[src/rtl/sec_pkg.sv]
package sec_pkg;
  typedef enum logic [1:0] {
    OP_VERIFY     = 2'd0,
    OP_WRITE      = 2'd1,
    OP_WRITE_PROT = 2'd2,
    OP_NOP        = 2'd3
  } sec_op_e;
endpackage

[src/rtl/sec_cmd_decode.sv]
module sec_cmd_decode
  import sec_pkg::*;
#(
  parameter int ADDR_W   = 10,
  parameter int NUM_CODE = 2
) (
  input  logic                cmd_valid_i,
  input  logic [1:0]          cmd_op_i,
  input  logic [ADDR_W-1:0]   cmd_addr_i,
  output logic                cnt_wr_o,
  output logic [NUM_CODE-1:0] vfy_sel_o,
  output logic [NUM_CODE-1:0] code_wr_o,
  output logic                code_prot_o
);
  localparam logic [ADDR_W-1:0] TOP_A = '1;
  localparam logic [ADDR_W-1:0] CNT_A = TOP_A - ADDR_W'(NUM_CODE);

  sec_op_e op;
  logic    wr_op, vfy_op;

  assign op          = sec_op_e'(cmd_op_i);
  assign wr_op       = cmd_valid_i && (op == OP_WRITE || op == OP_WRITE_PROT);
  assign vfy_op      = cmd_valid_i && (op == OP_VERIFY);
  assign cnt_wr_o    = wr_op && (cmd_addr_i == CNT_A);
  assign code_prot_o = (op == OP_WRITE_PROT);

  for (genvar g = 0; g < NUM_CODE; g++) begin : g_code_addr
    logic hit;
    assign hit          = (cmd_addr_i == CNT_A + ADDR_W'(g + 1));
    assign vfy_sel_o[g] = vfy_op && hit;
    assign code_wr_o[g] = wr_op && hit;
  end
endmodule

[src/rtl/sec_nv_store.sv]
module sec_nv_store #(
  parameter int                         DATA_W    = 8,
  parameter int                         NUM_CODE  = 2,
  parameter logic [NUM_CODE*DATA_W-1:0] CODE_INIT = 16'hA55A
) (
  input  logic                               clk_i,
  input  logic                               nv_rst_ni,
  input  logic                               we_i,
  input  logic                               restore_i,
  input  logic                               cnt_wr_i,
  input  logic [NUM_CODE-1:0]                code_wr_i,
  input  logic                               code_prot_i,
  input  logic [DATA_W-1:0]                  data_i,
  output logic [DATA_W-1:0]                  cnt_o,
  output logic [NUM_CODE-1:0][DATA_W-1:0]    code_o
);
  logic [DATA_W-1:0] cnt_q;

  // without permission, counter writes may only clear bits
  always_ff @(posedge clk_i or negedge nv_rst_ni) begin
    if (!nv_rst_ni)     cnt_q <= '1;
    else if (restore_i) cnt_q <= '1;
    else if (cnt_wr_i)  cnt_q <= we_i ? data_i : (cnt_q & data_i);
  end
  assign cnt_o = cnt_q;

  for (genvar g = 0; g < NUM_CODE; g++) begin : g_code
    logic [DATA_W-1:0] byte_q;
    logic              prot_q;
    always_ff @(posedge clk_i or negedge nv_rst_ni) begin
      if (!nv_rst_ni) begin
        byte_q <= CODE_INIT[g*DATA_W +: DATA_W];
        prot_q <= 1'b0;
      end else if (code_wr_i[g] && we_i && !prot_q) begin
        byte_q <= data_i;
        if (code_prot_i) prot_q <= 1'b1;
      end
    end
    assign code_o[g] = byte_q;
  end
endmodule

[src/rtl/sec_verify_ctrl.sv]
module sec_verify_ctrl #(
  parameter int DATA_W   = 8,
  parameter int NUM_CODE = 2
) (
  input  logic                            clk_i,
  input  logic                            rst_ni,
  input  logic                            cnt_wr_i,
  input  logic [DATA_W-1:0]               data_i,
  input  logic [DATA_W-1:0]               cnt_i,
  input  logic [NUM_CODE-1:0]             vfy_sel_i,
  input  logic [NUM_CODE-1:0][DATA_W-1:0] code_i,
  output logic                            we_o,
  output logic                            armed_o,
  output logic                            restore_o
);
  localparam int STG_W = (NUM_CODE > 1) ? $clog2(NUM_CODE) : 1;
  localparam logic [STG_W-1:0] LAST = STG_W'(NUM_CODE - 1);

  logic              we_q, armed_q;
  logic [STG_W-1:0]  stage_q;
  logic              hit, vfy_go, byte_ok, arm_set;
  logic [STG_W-1:0]  idx;
  logic [DATA_W-1:0] code_sel;

  always_comb begin
    hit      = 1'b0;
    idx      = '0;
    code_sel = '0;
    for (int k = 0; k < NUM_CODE; k++) begin
      if (vfy_sel_i[k]) begin
        hit      = 1'b1;
        idx      = STG_W'(k);
        code_sel = code_i[k];
      end
    end
  end

  assign vfy_go    = hit && armed_q && !we_q;
  assign byte_ok   = (idx == stage_q) && (data_i == code_sel);
  assign restore_o = vfy_go && byte_ok && (idx == LAST);
  // an attempt is paid for by clearing at least one set counter bit
  assign arm_set   = cnt_wr_i && !we_q && ((cnt_i & data_i) != cnt_i);

  always_ff @(posedge clk_i or negedge rst_ni) begin
    if (!rst_ni) begin
      we_q    <= 1'b0;
      armed_q <= 1'b0;
      stage_q <= '0;
    end else if (restore_o) begin
      we_q    <= 1'b1;
      armed_q <= 1'b0;
      stage_q <= '0;
    end else if (vfy_go) begin
      if (byte_ok) begin
        stage_q <= stage_q + 1'b1;
      end else begin
        armed_q <= 1'b0;
        stage_q <= '0;
      end
    end else if (arm_set) begin
      armed_q <= 1'b1;
    end
  end

  assign we_o    = we_q;
  assign armed_o = armed_q;
endmodule

[src/rtl/sec_code_guard.sv]
module sec_code_guard
  import sec_pkg::*;
#(
  parameter int                         ADDR_W    = 10,
  parameter int                         DATA_W    = 8,
  parameter int                         NUM_CODE  = 2,
  parameter logic [NUM_CODE*DATA_W-1:0] CODE_INIT = 16'hA55A
) (
  input  logic              clk_i,
  input  logic              rst_ni,
  input  logic              nv_rst_ni,
  input  logic              cmd_valid_i,
  input  logic [1:0]        cmd_op_i,
  input  logic [ADDR_W-1:0] cmd_addr_i,
  input  logic [DATA_W-1:0] cmd_data_i,
  output logic              wr_en_o,
  output logic              locked_o,
  output logic [DATA_W-1:0] err_cnt_o
);
  logic                            cnt_wr, code_prot, we, armed, restore;
  logic [NUM_CODE-1:0]             vfy_sel, code_wr;
  logic [DATA_W-1:0]               cnt;
  logic [NUM_CODE-1:0][DATA_W-1:0] code;

  sec_cmd_decode #(.ADDR_W(ADDR_W), .NUM_CODE(NUM_CODE)) u_dec (
    .cmd_valid_i (cmd_valid_i),
    .cmd_op_i    (cmd_op_i),
    .cmd_addr_i  (cmd_addr_i),
    .cnt_wr_o    (cnt_wr),
    .vfy_sel_o   (vfy_sel),
    .code_wr_o   (code_wr),
    .code_prot_o (code_prot)
  );

  sec_nv_store #(.DATA_W(DATA_W), .NUM_CODE(NUM_CODE), .CODE_INIT(CODE_INIT)) u_store (
    .clk_i       (clk_i),
    .nv_rst_ni   (nv_rst_ni),
    .we_i        (we),
    .restore_i   (restore),
    .cnt_wr_i    (cnt_wr),
    .code_wr_i   (code_wr),
    .code_prot_i (code_prot),
    .data_i      (cmd_data_i),
    .cnt_o       (cnt),
    .code_o      (code)
  );

  sec_verify_ctrl #(.DATA_W(DATA_W), .NUM_CODE(NUM_CODE)) u_ctrl (
    .clk_i     (clk_i),
    .rst_ni    (rst_ni),
    .cnt_wr_i  (cnt_wr),
    .data_i    (cmd_data_i),
    .cnt_i     (cnt),
    .vfy_sel_i (vfy_sel),
    .code_i    (code),
    .we_o      (we),
    .armed_o   (armed),
    .restore_o (restore)
  );

  assign wr_en_o   = we;
  assign err_cnt_o = cnt;
  assign locked_o  = (cnt == '0) && !armed && !we;
endmodule

[config.mk]
export PLATFORM = sky130hd
export DESIGN_NAME = sec_code_guard
export DESIGN_NICKNAME = d
export VERILOG_FILES = /design/src/rtl/sec_pkg.sv /design/src/rtl/sec_cmd_decode.sv /design/src/rtl/sec_nv_store.sv /design/src/rtl/sec_verify_ctrl.sv /design/src/rtl/sec_code_guard.sv
export SDC_FILE = /design/constraint.sdc
export NUM_CORES = 1
export LEC_CHECK = 0
export BUFFER_PORTS_ARGS = -buffer_cell sky130_fd_sc_hd__buf_2
export CORE_MARGIN = 2
export CORE_UTILIZATION = 45
export CTS_CLUSTER_SIZE = 14
export DETAILED_ROUTE_END_ITERATION = 10
export HOLD_SLACK_MARGIN = 0.03
export PLACE_DENSITY = 0.75
export SYNTH_ARGS = -nofsm -noshare
export SYNTH_HDL_FRONTEND = slang
export SYNTH_HIERARCHICAL = 1
export SYNTH_SLANG_ARGS = --single-unit
[constraint.sdc]
create_clock -name clk_i -period 5.55 [get_ports clk_i]
set_input_delay 0.2775 -clock clk_i [delete_from_list [all_inputs] [get_ports clk_i]]
set_output_delay 0.2775 -clock clk_i [all_outputs]
set_load 0.02 [all_outputs]
# Yosys cells after proc, flatten, opt, wreduce, memory -nomap -nowiden
# Cells that the tools add are included.
[totals]
ff_bits = 29
input_bits = 24
output_inout_bits = 10
word_cells = 67
[classes]
bitwise_logic = 1
n_eq_ne = 9
n_addsub = 1
mux = 15
reduce_logical = 33
[ops]
columns = ["cell", "n"]
rows = [
  ["2-to-1 mux 8 bit", 5],
  ["equality test 10 bit (second input constant)", 3],
  ["logical AND 1 bit", 20],
  ["2-to-1 mux 1 bit", 10],
  ["AND 8 bit", 1],
  ["equality test 8 bit", 1],
  ["zero test 8 bit", 1],
  ["!= test 8 bit", 1],
  ["AND reduction 2 bit", 3],
  ["zero test 1 bit", 4],
  ["nonzero test 2 bit", 2],
  ["!= test 3 bit (second input constant)", 1],
  ["nonzero test 3 bit", 1],
  ["equality test 2 x 1 -> 1 bit (second input constant)", 1],
  ["equality test 2 bit (second input constant)", 1],
  ["zero test 2 bit", 1],
  ["adder 1 bit (second input constant)", 1],
  ["equality test 1 bit", 1],
  ["logical OR 1 bit", 1],
]

# Depth between registers and ports, before layout
# Gate-level depths: netlist (run 1).
[logic_depth]
ltp_word = 11
ltp_mapped = 11

# Hierarchy
# Netlist (run 1), hierarchy kept.
[by_module_without_submodules]
columns = ["mod", "cells_each", "n_inst", "area_each_um2"]
rows = [
  ["sec_nv_store", 72, 1, 1051.0],
  ["sec_verify_ctrl", 64, 1, 513.0],
  ["sec_cmd_decode", 17, 1, 115.1],
  ["sec_code_guard", 3, 1, 27.5],
]

# Least setup slack after synthesis (run 1)
# No wires, ideal clock.
[synth_timing]
kind = "input to register"
startpoint = "in cmd_op_i[0]"
endpoint = "reg u_store.cnt_q[7] (netlist: u_store/cnt_o[7])"
setup_slack_ns = 2.569
arrival_ns = 2.907
stages = 10
cell_sequence = "inv_1 ha_1 nand2_1 nor4_1 nor2b_4 a22oi_2 xnor2_1 or4_4 nor4_1 o21bai_1"
[synth_via]
elab_chain_cells = 10
word_cells_on_any_way = 23
[synth_lines]
columns = ["element", "line", "source"]
rows = [
  ["from (decl)", "sec_code_guard.sv:13", "input logic [1:0] cmd_op_i,"],
  ["zero test 2 bit *", "sec_cmd_decode.sv:23", "assign vfy_op = cmd_valid_i && (op == OP_VERIFY);"],
  ["logical AND 1 bit *", "sec_cmd_decode.sv:23", ""],
  ["logical AND 1 bit *", "sec_cmd_decode.sv:30", "assign vfy_sel_o[g] = vfy_op && hit;"],
  ["net vfy_sel[0]", "sec_code_guard.sv:21", "logic [NUM_CODE-1:0] vfy_sel, code_wr;"],
  ["2-to-1 mux 8 bit or 2-to-1 mux 1 bit (tied branches) (2 in a row)", "sec_verify_ctrl.sv:30", "if (vfy_sel_i[k]) begin"],
  ["equality test 8 bit or logical AND 1 bit (tied branches)", "sec_verify_ctrl.sv:39, sec_verify_ctrl.sv:38", ""],
  ["logical AND 1 bit (on tied branches)", "sec_verify_ctrl.sv:39, sec_verify_ctrl.sv:38", ""],
  ["logical AND 1 bit * (2 in a row)", "sec_verify_ctrl.sv:40", "assign restore_o = vfy_go && byte_ok && (idx == LAST);"],
  ["net restore", "sec_code_guard.sv:20", "logic cnt_wr, code_prot, we, armed, restore;"],
  ["2-to-1 mux 8 bit or nonzero test 2 bit (tied branches)", "--", ""],
  ["to (signal assigned)", "sec_nv_store.sv:23", "else if (cnt_wr_i) cnt_q <= we_i ? data_i : (cnt_q & data_i);"],
  ["to (decl)", "sec_nv_store.sv:17", "logic [DATA_W-1:0] cnt_q;"],
]
# Mark *: on every way through the listed nets, which the timed path passes. The rest lies on a longest branch.
# A chain may end at the register's enable or synchronous reset.

# Worst setup path in the final report (run 1)
[layout_timing]
startpoint = "in cmd_op_i[0]"
endpoint = "reg u_store.cnt_q[1] (netlist: u_store/cnt_o[1])"
# The elaborated chain is that of the path after synthesis.

==> results.json, run 1 <==
{
  "clk_latency_ns": 0.28,
  "cp.arrival_ns": 3.22,
  "core_area_sq_mm": 0.003661,
  "synth-edff-count": 0,
  "cts_tree": "done",
  "slew-limit-headroom": 0.2599,
  "wirelength_um": 3422,
  "grt_pass1_wl_um": 5651,
  "finalHoldViolCount": 0,
  "n_antenna_cell": 0,
  "async_flop_share": 1.000,
  "r2r_start": "u_store/g_code[1].byte_q[7]",
  "grt_start_max_net_pins": 27,
  "routedWlPerCell_um": 13.91,
  "synth_cell_types": 42,
  "portBuffers": 33,
  "path_max_fanout": 8,
  "clockBufferDepth": 2,
  "rsz0062_at_grt": "no",
  "whs_ns": 0.3227,
  "hold_start": "cmd_data_i[7]",
  "rr_endpoint": "u_store/cnt_o[1]",
  "area_growth_pct": 19.79,
  "finalMaxSlewViolations": 0,
  "critPathLaunchType": "input port",
  "synth_ff_type": "dfstp_2",
  "rows": 22,
  "grt_usage": 0.1753,
  "clk_pin_slew_ns": 0.05,
  "synth.yosys.seq_area_share": 0.4370,
  "final_cell_mix": "buf_2 (33), mux2_2 (16), dfstp_2 (16), dfrtp_1 (13), inv_1 (12)",
  "drtPass1Iterations": 4,
  "antenna_found_initial": 0,
  "drtIter0Drc": 51,
  "root_buffer": "clkbuf_8",
  "synthesis.area_sq_mm": 0.001707,
  "cp_slowest_cell": "nor4_1",
  "vias": 1329,
  "io_pins": 34,
  "worst_pin_slew_ns": 1.100,
  "fmax_mhz": 331.1,
  "synth_cells": 156,
  "slowest_delay_ns": 0.94,
  "numCtsBuffers": 5,
  "gp_congestion": 0.7664,
  "crit_chain": "buf_2 -> inv_1 -> ha_1 -> nand2_1 -> nor4_1 -> buf_4 -> nor2b_4 -> a22oi_2 -> xnor2_1 -> or4_4 -> nor4_1 -> o21bai_1",
  "die_w_um": 65.59,
  "synth_area_per_cell_sq_um": 10.94,
  "layout_commonest_cell": "buf_2",
  "cts.sinks": 29,
  "cts_resized": 0,
  "grt_pass1_vias": 1250,
  "p_per_area_mw_per_mm2": 206.5,
  "die_y_um": 65.59,
  "outcome": "finished, final reports clean",
  "finalCoreUtilization": 0.5584,
  "final_antenna_net_count": 0,
  "post-route-min-period_ns": 3.021,
  "syn_nets": 182,
  "skew_ns": 0.008702,
  "drive_gt1_frac": 0.4697,
  "ys_ff_latch": 29,
  "hold_class": "in2reg",
  "p_leak_nw": 0.8760,
  "dpl.hpwl_um": 2527,
  "reg2reg_slack_ns": 3.00,
  "initial_core_util": 0.4662,
  "max-vdd-ir-drop_mv": 0.1679,
  "crit_path_start": "cmd_op_i[0]",
  "worstHoldPathCells": 3,
  "htreeDepth": 2,
  "tns_ns": 0,
  "yosysWarningCount": 6,
  "setup.worst_path.class": "in2reg",
  "setup_viol": 0,
  "reg2regPathDepth": 5,
  "crit_top_cell": "nor4_1",
  "critPathRequiredTime_ns": 5.75,
  "post_cts_buffers": 0,
  "hold_end": "u_store/cnt_o[7]",
  "fin_nets": 223,
  "grt_overflow": 0,
  "drc": 0,
  "dieArea_sq_mm": 0.004301,
  "cap_violations": 0,
  "period_share": 0.5443,
  "via_per_inst": 5.402,
  "cp-end-kind": "flop"
}
[synth_stat cells, types with 3 or more instances]
| master | number | area, sq um |
|---|---|---|
| dfstp_2 | 16 | 420.4 |
| mux2_2 | 16 | 180.2 |
| dfrtp_1 | 13 | 325.3 |
| inv_1 | 12 | 45.04 |
| nand2_1 | 10 | 37.54 |
| nor2b_1 | 9 | 56.30 |
| a21oi_1 | 8 | 40.04 |
| o21bai_1 | 8 | 60.06 |
| nor4_1 | 6 | 37.54 |
| xnor2_1 | 5 | 43.79 |
| nand3_1 | 4 | 20.02 |
| o22ai_1 | 4 | 25.02 |
| a22oi_2 | 3 | 37.54 |
| nor2_1 | 3 | 11.26 |
| or4_1 | 3 | 22.52 |
[metal layers]
layer  routed length (um)  vias to the layer above  track usage  part of all wire
met2                 1697                       26       0.2883              0.50
li1                     -                      652            -                 -
met1                 1549                      649       0.2181              0.45
met3                  148                        2      0.04795             0.043
met5                    0                        -            0                 0
met4                   27                        0      0.07031            0.0079
[worst max-delay path by stage]
stage,endpoint,slack [ns],depth (start not counted)
detailed placement,u_store/cnt_o[1],2.26,12
finish,u_store/cnt_o[1],2.53,12
global placement,u_store/cnt_o[7],2.32,12
CTS,u_store/cnt_o[1],2.54,12
global route,u_store/cnt_o[4],2.24,12
floorplan,u_store/cnt_o[7],2.57,10
[metrics by stage]
stage          total power, mW  setup WS (ns)  cells  cell area (sq um)
2_1_floorplan           0.2319          2.569    156               1707
3_3_place_gp            0.2526          2.318    236               1934
3_5_place_dp            0.2530          2.258    236               1934
4_1_cts                 0.4301          2.543    246               2044
5_1_grt                 0.4438          2.242    246               2044
6_report                0.4223          2.529    246               2044
[cells by family after synthesis]
| family | share of synthesized area |
|---|---|
| adders and majority gates | 0.01466 |
| and+or+nand+nor | 0.1965 |
| AOI/OAI and AO/OA | 0.1679 |
| buffers and inverters | 0.04765 |
| DFF | 0.4369 |
| xor gates and xnor gates | 0.03079 |
| muxes | 0.1056 |
[layout make-up]
class                      instances  area [sq um]
multi-input combinational        110         892.1
clock buffer                       8         90.09
timing repair buffer              38         207.7
inverter                          13         48.80
fill                             330          1617
sequential                        29         745.7
tap                               48         60.06
[flip-flops by register name (all words and copies together) (netlist names)]
| signal | count |
|---|---|
| u_ctrl/we_o | 1 |
| u_store/g_code.byte_q | 16 |
| u_store/cnt_o | 8 |
| u_store/g_code.prot_q | 2 |
| u_ctrl/armed_o | 1 |
| u_ctrl/stage_q | 1 |
[critical path: cells and delay by family]
kind,cells,cell delay (ns)
XOR/XNOR,1,0.13
AO/OA/AOI/OAI,2,0.30
buffers and inverters,3,0.35
AND/OR/NAND/NOR,5,2.01
adder cells (fa/ha/maj),1,0.14
[what timing repair did]
action                                 CTS  global route
endpoints found under the hold margin   13             0
setup endpoints to repair                0             0
hold buffers                             2             0
[power by group]
part	switching, mW	leakage [nW]	internal [mW]
Combinational	0.0194	0.494	0.0140
Sequential	0.00162	0.336	0.215
Clock	0.0713	0.0455	0.101
Total	0.0923	0.876	0.330
(Power assumes the default switching activity.)
==> run 2: changes to the inputs <==
==> constraint.sdc (replaced) <==
create_clock -name clk_i -period 3 [get_ports clk_i]
set_input_delay 0.15 -clock clk_i [delete_from_list [all_inputs] [get_ports clk_i]]
set_output_delay 0.15 -clock clk_i [all_outputs]
set_load 0.02 [all_outputs]
==> results.json, run 2 (synthesis results as in run 1) <==
{
  "wirelength_um": 3661,
  "root_buffer": "clkbuf_8",
  "post-place-ws_ns": 0.4052,
  "cp-end-kind": "flop",
  "outcome": "finished, final reports clean",
  "finalMaxSlewViolations": 0,
  "grt_usage": 0.1853,
  "clk_pin_slew_ns": 0.06,
  "drtIter0Drc": 57,
  "final_antenna_net_count": 0,
  "p_per_area_mw_per_mm2": 378.7,
  "post_cts_buffers": 0,
  "cap_violations": 0,
  "n_antenna_cell": 0,
  "finalHoldViolCount": 0,
  "gp_congestion": 0.7856,
  "hold_class": "in2async",
  "cts_resized": 0,
  "largest_reg_flops": 16,
  "p_leak_nw": 0.8803,
  "numCtsBuffers": 5,
  "fmax_mhz": 431.7,
  "via_per_inst": 5.500,
  "drtPass1Iterations": 4,
  "die_y_um": 65.59,
  "rows": 22,
  "dieArea_sq_mm": 0.004301,
  "cts_tree": "done",
  "placed_cell_area_sq_mm": 0.001942,
  "dpl.hpwl_um": 2683,
  "largest-register": "u_store/g_code.byte_q",
  "clk_latency_ns": 0.27,
  "initial_core_util": 0.4662,
  "path_max_fanout": 19,
  "grt_pass1_wl_um": 5927,
  "fin_nets": 224,
  "grt_start_max_net_pins": 27,
  "ctsHoldBuffers": 2,
  "cp.arrival_ns": 2.52,
  "critPathRequiredTime_ns": 3.20,
  "vias": 1353,
  "die_w_um": 65.59,
  "antenna_found_initial": 0,
  "drive_gt1_frac": 0.4747,
  "critPathLaunchType": "input port",
  "setup.worst_path.class": "in2reg",
  "worst_pin_slew_ns": 0.5612,
  "slew-limit-headroom": 0.6259,
  "skew_ns": 0.001846,
  "portBuffers": 33,
  "htreeDepth": 2,
  "cts.sinks": 29,
  "core_area_sq_mm": 0.003661,
  "max-vdd-ir-drop_mv": 0.3071,
  "tns_ns": 0,
  "whs_ns": 0.1966,
  "drc": 0,
  "area_growth_pct": 20.01,
  "io_pins": 34,
  "rsz0062_at_grt": "no",
  "routedWlPerCell_um": 14.88,
  "grt_overflow": 0,
  "period_share": 0.7722,
  "final_cell_mix": "buf_2 (33), mux2_2 (16), dfstp_2 (16), dfrtp_1 (13), inv_1 (12)",
  "setup_viol": 0,
  "setup_slack_ns": 0.6834,
  "nFillCells": 325,
  "grt_pass1_vias": 1325,
  "post-route-min-period_ns": 2.317,
  "fin_area_sq_mm": 0.002048,
  "clockBufferDepth": 2,
  "layout_commonest_cell": "buf_2"
}
-- run 2: per-layer routing --
metal,GRT usage,wire length (um),up-vias,share of wire
met5,0,0,-,0
met4,0.1068,71,0,0.019
met3,0.05651,208,6,0.057
met2,0.2997,1806,40,0.49
met1,0.2171,1576,650,0.43
li1,-,-,657,-
-- run 2: final timing paths --
path | endpoint | slack [ns] | cells after the start | start
min in group clk_i | u_store/cnt_o[7] | 0.20 | 3 | cmd_data_i[7]
max in group asynchronous | u_store/g_code[1].byte_q[0] | 2.23 | 2 | nv_rst_ni
min reg2reg | u_store/g_code[1].prot_q | 0.46 | 1 | u_store/g_code[1].prot_q
max reg2reg | u_store/cnt_o[1] | 1.00 | 6 | u_store/g_code[1].byte_q[7]
max | u_store/cnt_o[1] | 0.68 | 13 | cmd_op_i[0]
min | u_ctrl/armed_o | 0.20 | 2 | rst_ni
-- run 2: cell type report --
| class | instances | area, sq um | area share |
|---|---|---|---|
| multi-input combinational | 110 | 892.1 | 0.4356 |
| sequential | 29 | 745.7 | 0.3641 |
| timing repair buffer | 39 | 215.2 | 0.1051 |
| clock buffer | 7 | 86.33 | 0.04215 |
| tap | 48 | 60.06 | 0.02932 |
| inverter | 13 | 48.80 | 0.02382 |
-- run 2: per-stage QoR --
step	power, mW	instances	utilization
after floorplan	0.4291	156	-
after global placement	0.4676	237	0.5304
after detailed placement	0.4681	237	0.5304
after CTS	0.7860	246	0.5595
after global routing	0.8205	246	0.5595
final	0.7757	246	0.5595
-- run 2: critical path, stage by stage --
cell and delay [ns]:
buf_2 0.09, inv_1 0.07, ha_1 0.15, nand2_1 0.07, nor4_2 0.21, buf_4 0.28, nor2b_4 0.09, a22oi_2 0.14
xnor2_1 0.09, or4_4 0.57, nor4_1 0.29, buf_4 0.20, o21bai_1 0.12
-- run 2: report_power, final --
| group | total [mW] | switching (mW) | internal [mW] |
|---|---|---|---|
| clock network | 0.312 | 0.131 | 0.181 |
| registers | 0.401 | 0.00307 | 0.398 |
| logic | 0.0621 | 0.0361 | 0.0260 |
| total | 0.776 | 0.170 | 0.605 |
